File: src/rtl/fwd_pkg.sv
package fwd_pkg;
  localparam int NUM_SRC = 2;

  typedef enum logic [1:0] {
    FWD_RF  = 2'b00,
    FWD_MEM = 2'b01,
    FWD_WB  = 2'b10
  } fwdSel_e;

  // Match strobes handed from the compare datapath to the select control
  typedef struct packed {
    logic [NUM_SRC-1:0] exHit;
    logic [NUM_SRC-1:0] memHit;
    logic               exLoad;
  } hazStrobes_t;
endpackage

File: src/rtl/fwdMatchPath.sv
module fwdMatchPath
  import fwd_pkg::*;
#(
  parameter int REG_W = 5
) (
  input  logic [REG_W-1:0] decRs1,
  input  logic [REG_W-1:0] decRs2,
  input  logic [REG_W-1:0] exRd,
  input  logic             exWe,
  input  logic             exLoad,
  input  logic             exValid,
  input  logic [REG_W-1:0] memRd,
  input  logic             memWe,
  input  logic             memValid,
  output hazStrobes_t      strobes
);
  localparam logic [REG_W-1:0] ZERO_REG = '0;

  logic [REG_W-1:0] srcReg [NUM_SRC];
  logic [NUM_SRC-1:0] exHitV;
  logic [NUM_SRC-1:0] memHitV;
  logic exWrites;
  logic memWrites;

  assign srcReg[0] = decRs1;
  assign srcReg[1] = decRs2;

  // Only a real instruction writing a non-zero register can be a producer
  assign exWrites  = exValid  && exWe  && (exRd  != ZERO_REG);
  assign memWrites = memValid && memWe && (memRd != ZERO_REG);

  for (genvar i = 0; i < NUM_SRC; i++) begin : g_src
    assign exHitV[i]  = exWrites  && (exRd  == srcReg[i]);
    assign memHitV[i] = memWrites && (memRd == srcReg[i]);
  end

  assign strobes = '{exHit: exHitV, memHit: memHitV, exLoad: exLoad};
endmodule

File: src/rtl/fwdSelectCtrl.sv
module fwdSelectCtrl
  import fwd_pkg::*;
(
  input  logic        clk,
  input  logic        rstN,
  input  hazStrobes_t strobes,
  output logic        stallFront,
  output logic        bubbleEx,
  output logic [1:0]  selA,
  output logic [1:0]  selB
);
  logic    loadUse;
  fwdSel_e selNext [NUM_SRC];
  fwdSel_e selQ    [NUM_SRC];

  // A load in execute cannot feed decode's consumer next cycle
  assign loadUse    = strobes.exLoad && (|strobes.exHit);
  assign stallFront = loadUse;
  assign bubbleEx   = loadUse;

  for (genvar i = 0; i < NUM_SRC; i++) begin : g_sel
    always_comb begin
      if (loadUse)                selNext[i] = FWD_RF;   // bubble follows
      else if (strobes.exHit[i])  selNext[i] = FWD_MEM;  // younger wins
      else if (strobes.memHit[i]) selNext[i] = FWD_WB;
      else                        selNext[i] = FWD_RF;
    end

    always_ff @(posedge clk) begin
      if (!rstN) selQ[i] <= FWD_RF;
      else       selQ[i] <= selNext[i];
    end
  end

  assign selA = selQ[0];
  assign selB = selQ[1];
endmodule

File: src/rtl/fwdInterlockUnit.sv
module fwdInterlockUnit
  import fwd_pkg::*;
#(
  parameter int REG_W = 5
) (
  input  logic             clk,
  input  logic             rstN,
  input  logic [REG_W-1:0] decRs1,
  input  logic [REG_W-1:0] decRs2,
  input  logic [REG_W-1:0] exRd,
  input  logic             exWe,
  input  logic             exLoad,
  input  logic             exValid,
  input  logic [REG_W-1:0] memRd,
  input  logic             memWe,
  input  logic             memValid,
  output logic             stallFront,
  output logic             bubbleEx,
  output logic [1:0]       fwdSelA,
  output logic [1:0]       fwdSelB
);
  hazStrobes_t strobes;

  fwdMatchPath #(.REG_W(REG_W)) u_match (
    .decRs1   (decRs1),
    .decRs2   (decRs2),
    .exRd     (exRd),
    .exWe     (exWe),
    .exLoad   (exLoad),
    .exValid  (exValid),
    .memRd    (memRd),
    .memWe    (memWe),
    .memValid (memValid),
    .strobes  (strobes)
  );

  fwdSelectCtrl u_ctrl (
    .clk        (clk),
    .rstN       (rstN),
    .strobes    (strobes),
    .stallFront (stallFront),
    .bubbleEx   (bubbleEx),
    .selA       (fwdSelA),
    .selB       (fwdSelB)
  );
endmodule

File: config.mk
export PLATFORM = sky130hd
export DESIGN_NAME = fwdInterlockUnit
export DESIGN_NICKNAME = d
export VERILOG_FILES = /design/src/rtl/fwd_pkg.sv /design/src/rtl/fwdMatchPath.sv /design/src/rtl/fwdSelectCtrl.sv /design/src/rtl/fwdInterlockUnit.sv
export SDC_FILE = /design/constraint.sdc
export NUM_CORES = 1
export LEC_CHECK = 0
export BUFFER_PORTS_ARGS = -buffer_cell sky130_fd_sc_hd__buf_2
export CAP_MARGIN = 5
export CORE_AREA = 2 2 39 41
export DETAILED_ROUTE_END_ITERATION = 12
export DIE_AREA = 0 0 41 43
export GPL_ROUTABILITY_DRIVEN = 0
export PLACE_DENSITY_LB_ADDON = 0.08
export SKIP_CTS_REPAIR_TIMING = 1
export SLEW_MARGIN = 10
export SYNTH_ARGS = -nofsm -noshare
export SYNTH_HDL_FRONTEND = slang
export SYNTH_SLANG_ARGS = --single-unit
File: constraint.sdc
create_clock -name clk -period 1.59 [get_ports clk]
set_input_delay 0.159 -clock clk [delete_from_list [all_inputs] [get_ports clk]]
set_output_delay 0.159 -clock clk [all_outputs]
set_load 0.05 [all_outputs]
After elaboration in Yosys (flattened, before gate mapping)
Memories as Yosys holds them, arrays and structs flattened.
Index checks and enable logic that the tools add are counted.
{ "word_totals": {"out_inout_bits": 6, "mem_count": 1, "ram_bits": 4, "input_bits": 27, "register_bits": 0} }
{ "op_classes": {"eq_ne": 4, "n_mux": 10, "reduce_logical": 12, "bitwise_logic": 2} }
{ "mem_list": {"columns": ["memory", "depth", "width", "rd", "rd_ports_with_merged_regs", "write_ports", "line_no", "text"], "rows": [
  ["u_ctrl.selQ", 2, 2, 2, 0, 2, "fwdSelectCtrl.sv:14", "fwdSel_e selQ [NUM_SRC];"]
]} }
{ "op_table": {"columns": ["operator", "count"], "rows": [
  ["$eq A5 B5 Y1", 4],
  ["$mux W2", 8],
  ["$reduce_bool A5 Y1", 2],
  ["$logic_and A1 B1 Y1", 9],
  ["$mux W1", 2],
  ["$or A1 B1 Y1", 2],
  ["$reduce_or A2 Y1", 1]
]} }

Depth between registers and ports, before layout
Gate-level depths: netlist (run 1).
{ "logic_depth": {"word_depth": 7, "depth_mapped": 5, "depth_no_buf": 4} }

Cells and area by module
From an unflattened synthesis (run 1), not the netlist that was laid out.
{ "hier_totals": {"cells_unflattened": 45, "hier_area_um2": 405.4} }
{ "by_module_without_submodules": {"columns": ["module", "cells_per_inst", "area_per_inst_um2", "n_inst"], "rows": [
  ["fwdMatchPath", 33, 267.8, 1],
  ["fwdSelectCtrl", 12, 137.6, 1]
]} }

Worst setup path before layout (run 1)
No wires, ideal clock.
{ "synth_timing": {"kind": "input -> output", "from": "in exRd[0]", "to": "out stallFront", "slack_ns": -0.199, "cell_stages": 5, "arrival_time_ns": 1.630, "t_required_ns": 1.431, "cell_sequence": "or4_1 -> o211ai_2 -> nor4_2 -> o21a_1 -> buf_4"} }
{ "synth_via": {"elab_chain_cells": 5} }
{ "synth_rtl": {"columns": ["element", "line_no", "text"], "rows": [
  ["start: declaration", "fwdInterlockUnit.sv:10", "input logic [REG_W-1:0] exRd,"],
  ["$reduce_bool A5 Y1", "fwdMatchPath.sv:29", "assign exWrites = exValid && exWe && (exRd != ZERO_REG);"],
  ["$logic_and A1 B1 Y1", "fwdMatchPath.sv:29", null],
  ["$logic_and A1 B1 Y1", "fwdMatchPath.sv:33", "assign exHitV[i] = exWrites && (exRd == srcReg[i]);"],
  ["$reduce_or A2 Y1 *", "fwdSelectCtrl.sv:17", "assign loadUse = strobes.exLoad && (|strobes.exHit);"],
  ["$logic_and A1 B1 Y1 *", "fwdSelectCtrl.sv:17", null],
  ["end: declaration", "fwdInterlockUnit.sv:17", "output logic stallFront,"]
]} }
Mark *: on every way between the ends. The rest lies on a longest branch, timed or not.

Worst setup path after layout (run 1)
{ "layout_timing": {"from": "in exRd[1]", "to": "out stallFront"} }
The elaborated chain is that of the path after synthesis.

==> results of run 1 <==
[report_power, final]
part	internal (mW)	switching [mW]	leakage, nW
clock	0.0846	0.0434	0.0138
combinational	0.0741	0.0695	0.299
sequential	0.101	0.0000674	0.0322
[worst max-delay path: cells and delay by family]
family | cells | cell delay, ns
buffers and inverters | 2 | 0.24
AO/OA/AOI/OAI | 2 | 0.47
AND/OR/NAND/NOR | 2 | 0.62
[worst min path at each step]
stage / depth (start not counted) / slack [ns] / startpoint / end
global route: 2 / 0.20 / exLoad / u_ctrl.selQ[1][1]
finish: 2 / 0.19 / exLoad / u_ctrl.selQ[1][1]
CTS: 2 / 0.18 / exLoad / u_ctrl.selQ[1][1]
global placement: 2 / 0.44 / exLoad / u_ctrl.selQ[1][1]
floorplan: 1 / 0.25 / exLoad / u_ctrl.selQ[0][1]
detailed placement: 2 / 0.43 / exLoad / u_ctrl.selQ[1][1]
[metal layers]
metal	wire [um]	track usage, %	up-vias	part of all wire, %
li1	-	-	247	-
met2	547	22.8	22	50
met1	458	18.1	202	42
met4	13	10.0	0	1.2
met5	0	0	-	0
met3	72	0	2	6.6
[Yosys cell counts (all sizes together)]
master / instances / share of area [%]
xnor2: 10 / 21
xor2: 10 / 21
dfxtp: 4 / 19
nand3: 4 / 4.9
nor3: 3 / 3.6
a2111oi: 2 / 7.3
and3b: 2 / 4.3
nor4: 2 / 6.1
buf: 1 / 1.8
nand2: 1 / 0.91
nand4: 1 / 1.5
nor2: 1 / 0.91
o211ai: 1 / 3.0
o21a: 1 / 1.8
or4: 1 / 1.8
[area by class of cell]
cell class	count	area (um^2)	share of cell area (%)
Timing Repair Buffer	42	262	35.1
Multi-Input combinational cell	39	362	48.5
Tap cell	16	20.0	2.68
Clock buffer	3	22.5	3.02
Sequential cell	4	80.1	10.7
[per-stage QoR]
| step | utilization [%] | cell area [um^2] | hold WS (ns) | setup slack, ns | total power [mW] |
|---|---|---|---|---|---|
| after CTS | 50.4 | 697 | 0.184 | -0.140 | 0.375 |
| final | 53.9 | 746 | 0.186 | -0.0689 | 0.373 |
| after global routing | 53.9 | 746 | 0.198 | -0.108 | 0.396 |
| after detailed placement | 48.7 | 674 | 0.428 | -0.137 | 0.242 |
| after global placement | 48.7 | 674 | 0.437 | -0.135 | 0.243 |
| after floorplan | - | 457 | 0.248 | -0.0413 | 0.170 |
[cells by family after synthesis]
logic type	after synthesis	share of synthesized area (%)
simple gates	15	24.0
buf+inv	1	1.82
xor+xnor	20	42.6
flops	4	19.5
compound gates	4	12.2
==> results.md, run 1 <==
* Status: finished with violations
* Failing checks: negative setup slack
* Ports at 33
* CP endpoint: stallFront
* Core Rows at 14
* First-pass GRT wire length at around 1800 um
* Period minus WS final at between 1.5 and 2 ns
* Share of cells above drive strength 1 at a little under 60%
* Min-delay worst type: in2reg
* Layout Nets at 117
* Final setup vio count at 2
* TritonCTS clock tree: built
* Final HPWL DP at 974 um
* CP startpoint: exRd[1]
* Startpoint types: input pin
* Slowest stage cell, crit path: or4_4
* Commonest non-fill, non-tap cell in the layout: buf_2
* PortBufs at 32
* Fin worst setup slack at -0.0689 ns
* Critical Path Sink Type: output port
* Arr. time, crit path at about 1.5 ns
* Worst VDD drop at between 200 and 250 uV
* Final wirelength at around 1100 um
* Pwr/cell area at 500 nW/um^2
* Crit-path max FO at 3
* Core area at ~1400 um^2
* Top reg by flops: u_ctrl.selQ
* Number of fill cells at 126
* Relative slew slack at roughly four fifths
* #FFs+latches synth at 4
* Finished Layout Cells at about 100
* Tightest Pin Transition at 0.315 ns
* Total gr overflow at 0
* Starting density of the core at just under 30%
* Post-synth net total at 71
* Chip width at around 41 um
* TritonRoute pass-1 iters at 4
* Critical Path RT at 1.43 ns
* Vias at 473
* Fin crit share at 104%
* Leakage at roughly 0.35 nW
* CTS Buf Count at 3
* Clock buffer depth at 2
* Chip height at 43 um
* Clock root cell: clkbuf_4
* Peak Freq at ~0.60 GHz
* Syn Area/Cell at about 9.4 um^2
* Routed Antenna Nets at 0
* Register area share after synthesis at 19.5%
* Crit-path max cell delay at about 0.53 ns
* RSZ-0062 raised after global routing: true
* Setup tns final at -0.138 ns
* Clock sinks at 4
* H-tree levels at 1
* Initial antenna violation count at 0
* Leading cell types in the layout, fill and taps excluded: buf_2 (29), xnor2_1 (10), xor2_1 (10), buf_4 (10)
* Largest net degree at the start of global routing at 6
* Placed cell count at between 90 and 100
* Vias per inst at approximately 4.5
* Area Growth Syn to Fin at 81.2%
* Max-cap violations at 0
* Synth warn at 0
* Setup CP Type: in2out
* Worst-path clk slew at 0.04 ns
* Final Hold Viols at 0
* Residual DRC at 0
* Top Registers: u_ctrl.selQ x4
* Routed len/inst at about 11 um
* Slew Viols, Final at 0
* Vias in the first global route at about 470
* Netlist cell types at 15
* Number of flip-flops in the largest register at 4
* # diodes at 0
* Initial DRC count at 2
* Die area at 1760 um^2
* Mapped Cells at 44
* Global router's overall resource usage at between 10% and 20%
* Post-Syn Area at ~410 um^2
* CP Cell Sequence: buf_6, or4_4, o211ai_4, nor4_4, o21a_4, buf_8
No activity file was read; power rests on OpenSTA's default activity.
==> run 2, diff against run 1 <==
--- a/config.mk
+++ b/config.mk
@@ -16,4 +16,5 @@
 export SLEW_MARGIN = 10
 export SYNTH_ARGS = -nofsm -noshare
 export SYNTH_HDL_FRONTEND = slang
+export SYNTH_HIERARCHICAL = 1
 export SYNTH_SLANG_ARGS = --single-unit
==> constraint.sdc (replaced) <==
create_clock -name clk -period 1.59 [get_ports clk]
set_input_delay 0.0795 -clock clk [delete_from_list [all_inputs] [get_ports clk]]
set_output_delay 0.0795 -clock clk [all_outputs]
set_load 0.05 [all_outputs]
==> results.md, run 2 <==
* Status: complete, no violations
* Total power at 336 uW (-9.8%)
* Critical Path RT at 1.51 ns (+0.08 ns)
* H-tree levels at 1 (unchanged)
* Synth warn at 6 (+6)
* Syn Area/Cell at 9.01 um^2 (-3.7%)
* CP Cell Sequence: buf_2, or4_1, o211ai_2, nor4_2, o21a_2, buf_2
* Die area at 1760 um^2 (unchanged)
* Crit-path max cell delay at 0.53 ns (about the same)
* Fin Hold WS at 0.0777 ns (-0.108 ns)
* Top delay family on crit path: simple AND/OR/NAND/NOR gates
* PortBufs at 32 (unchanged)
* M1 GR Usage at 15.0% (-3.1 points)
* Final Hold Viols at 0 (unchanged)
* Initial antenna violation count at 0 (unchanged)
* Post-synth net total at 72 (+1.4%)
* Min-delay worst type: in2reg
* Area Growth Syn to Fin at 51.9%
* Critical Path Sink Type: output port
* Core Rows at 14 (unchanged)
* Synth top area cells: xnor2_1 (26%), dfxtp_1 (20%), xor2_1 (17%)
* CTS Buf Count at 3 (unchanged)
* Met3 usage at 1.57% (+1.6 points)
* Leakage at 0.285 nW (-18%)
* Fin worst setup slack at 0.0729 ns (+0.142 ns)
* Pwr/cell area at 546 nW/um^2 (+9.3%)
* #FFs+latches synth at 4 (unchanged)
* Clock power share at 35.5% (+1.2 points)
* Clock sinks at 4 (unchanged)
* Peak Freq at 0.659 GHz (+9.3%)
* Vias at 434 (-8.2%)
* Clock root cell: clkbuf_4
* Final setup vio count at 0 (-2)
* Final HPWL DP at 906 um (-7.0%)
* Initial DRC count at 1 (-1)
* Slew Viols, Final at 0 (unchanged)
* # diodes at 0 (unchanged)
* Int Pwr at 246 uW (-5.5%)
* Setup tns final at 0 ns (+0.138 ns)
* Commonest non-fill, non-tap cell in the layout: buf_2
* Vias in the first global route at 418 (-11%)
* Share of cells above drive strength 1 at 53.8% (-5.3 points)
* Period minus WS final at 1.52 ns (-0.142 ns)
* Clock buffer depth at 2 (unchanged)
* Cell with the most instances after synthesis: xnor2_1
* Netlist cell types at 12 (-3)
* Switching fraction of total power at 27.0% (-3.3 points)
* Vias per inst at 4.52 (-0.60%)
* Top Usage Layer GRT: met2
* Met2 GRT Util at 21.6% (-1.2 points)
* P_sw at 90.8 uW (-20%)
* Startpoint types: input pin
* Relative slew slack at 72.1% (-6.7 points)
* Worst VDD drop at 141 uV (-36%)
* Chip height at 43 um (unchanged)
* Buf+Inv Stages, Crit Path at 2 (unchanged)
* Number of flip-flops in the largest register at 4 (unchanged)
* Global router's overall resource usage at 13.1% (-1.4 points)
* Register area share after synthesis at 19.8% (+0.30 points)
* Arr. time, crit path at 1.44 ns (-0.06 ns)
* Mapped Cells at 45 (+2.3%)
* Core area at 1380 um^2 (unchanged)
* Top Registers: u_ctrl/selQ x4
* Ports at 33 (unchanged)
* TritonCTS clock tree: built
* Gate power share at 34.4% (-4.1 points)
* Setup WS pre-CTS at 0.0202 ns (+0.157 ns)
* Layout Nets at 109 (-6.8%)
* End-of-flow core utilization at 44.5% (-9.4 points)
* Total gr overflow at 0 (unchanged)
* Synth area leader: xnor2_1
* Largest net degree at the start of global routing at 6 (unchanged)
* RSZ-0062 raised after global routing: false
* Synth Flop Type: dfxtp_1
* Fin crit share at 95.4% (-8.9 points)
* Slowest stage cell, crit path: or4_1
* Setup CP Type: in2out
* Sequential share of power at 30.2% (+3.0 points)
* Worst-path clk slew at 0.03 ns (about the same)
* Tightest Pin Transition at 0.414 ns (+0.0995 ns)
* TritonRoute pass-1 iters at 4 (unchanged)
* Synth async-reset ratio at 0% (unchanged)
* Leading cell types in the layout, fill and taps excluded: buf_2 (32), xnor2_1 (12), xor2_1 (8)
* Top reg by flops: u_ctrl/selQ
* Post-synth EDFFs at 0 (unchanged)
* First-pass GRT wire length at 1550 um (-11%)
* CP dominant cell by count: buf_2
* Residual DRC at 0 (unchanged)
* Routed Antenna Nets at 0 (unchanged)
* Routed len/inst at 10.3 um (-1.7%)
* Synth top cells by count: xnor2_1 (12), xor2_1 (8), dfxtp_1 (4), nand3_1 (4), nor4_1 (4)
* Chip width at 41 um (unchanged)
* Starting density of the core at 29.3% (-0.45 points)
* Final wirelength at 991 um (-9.2%)
* Crit-path max FO at 4 (+1)
* Max-cap violations at 0 (unchanged)
* Post-synth top area share at 25.9% (+4.6 points)
* Post-Syn Area at 405 um^2 (-1.5%)
[run 2: final timing paths]
| check | endpoint | cells past startpoint | startpoint |
|---|---|---|---|
| max | stallFront | 6 | exRd[4] |
| min | u_ctrl/selQ[0][1] | 2 | exLoad |
[run 2: cell families (layout without fill, tap and decap cells)]
group | Yosys count | after routing | share of synthesized area (%)
xor+xnor | 20 | 20 | 43.2
simple gates | 14 | 14 | 21.6
compound gates | 5 | 5 | 11.7
flops | 4 | 4 | 19.8
buf+inv | 2 | 37 | 3.70
[run 2: per-stage QoR]
stage / instances / instance area (um^2)
final: 96 / 616
after global routing: 96 / 616
after CTS: 96 / 609
after detailed placement: 93 / 587
after global placement: 93 / 587
after floorplan: 45 / 407
[run 2: per-layer routing]
metal / up-vias / share of wire [%]
met4: 0 / 0
met5: - / 0
met2: 19 / 50
li1: 231 / -
met3: 0 / 8.5
met1: 184 / 42
[run 2: area by class of cell]
cell class | count | area, um^2
multi-input combinational | 39 | 318
fill | 148 | 768
tap | 16 | 20.0
sequential | 4 | 80.1
clock buffer | 3 | 22.5
timing repair buffer | 34 | 175
[run 2: power groups by stage]
| stage | Clock, mW | Sequential [mW] | Combinational (mW) |
|---|---|---|---|
| floorplan | 0 | 0.104 | 0.0549 |
| global placement | 0 | 0.103 | 0.117 |
| detailed placement | 0 | 0.103 | 0.115 |
| CTS | 0.126 | 0.101 | 0.115 |
| global route | 0.135 | 0.101 | 0.127 |
| finish | 0.119 | 0.101 | 0.116 |
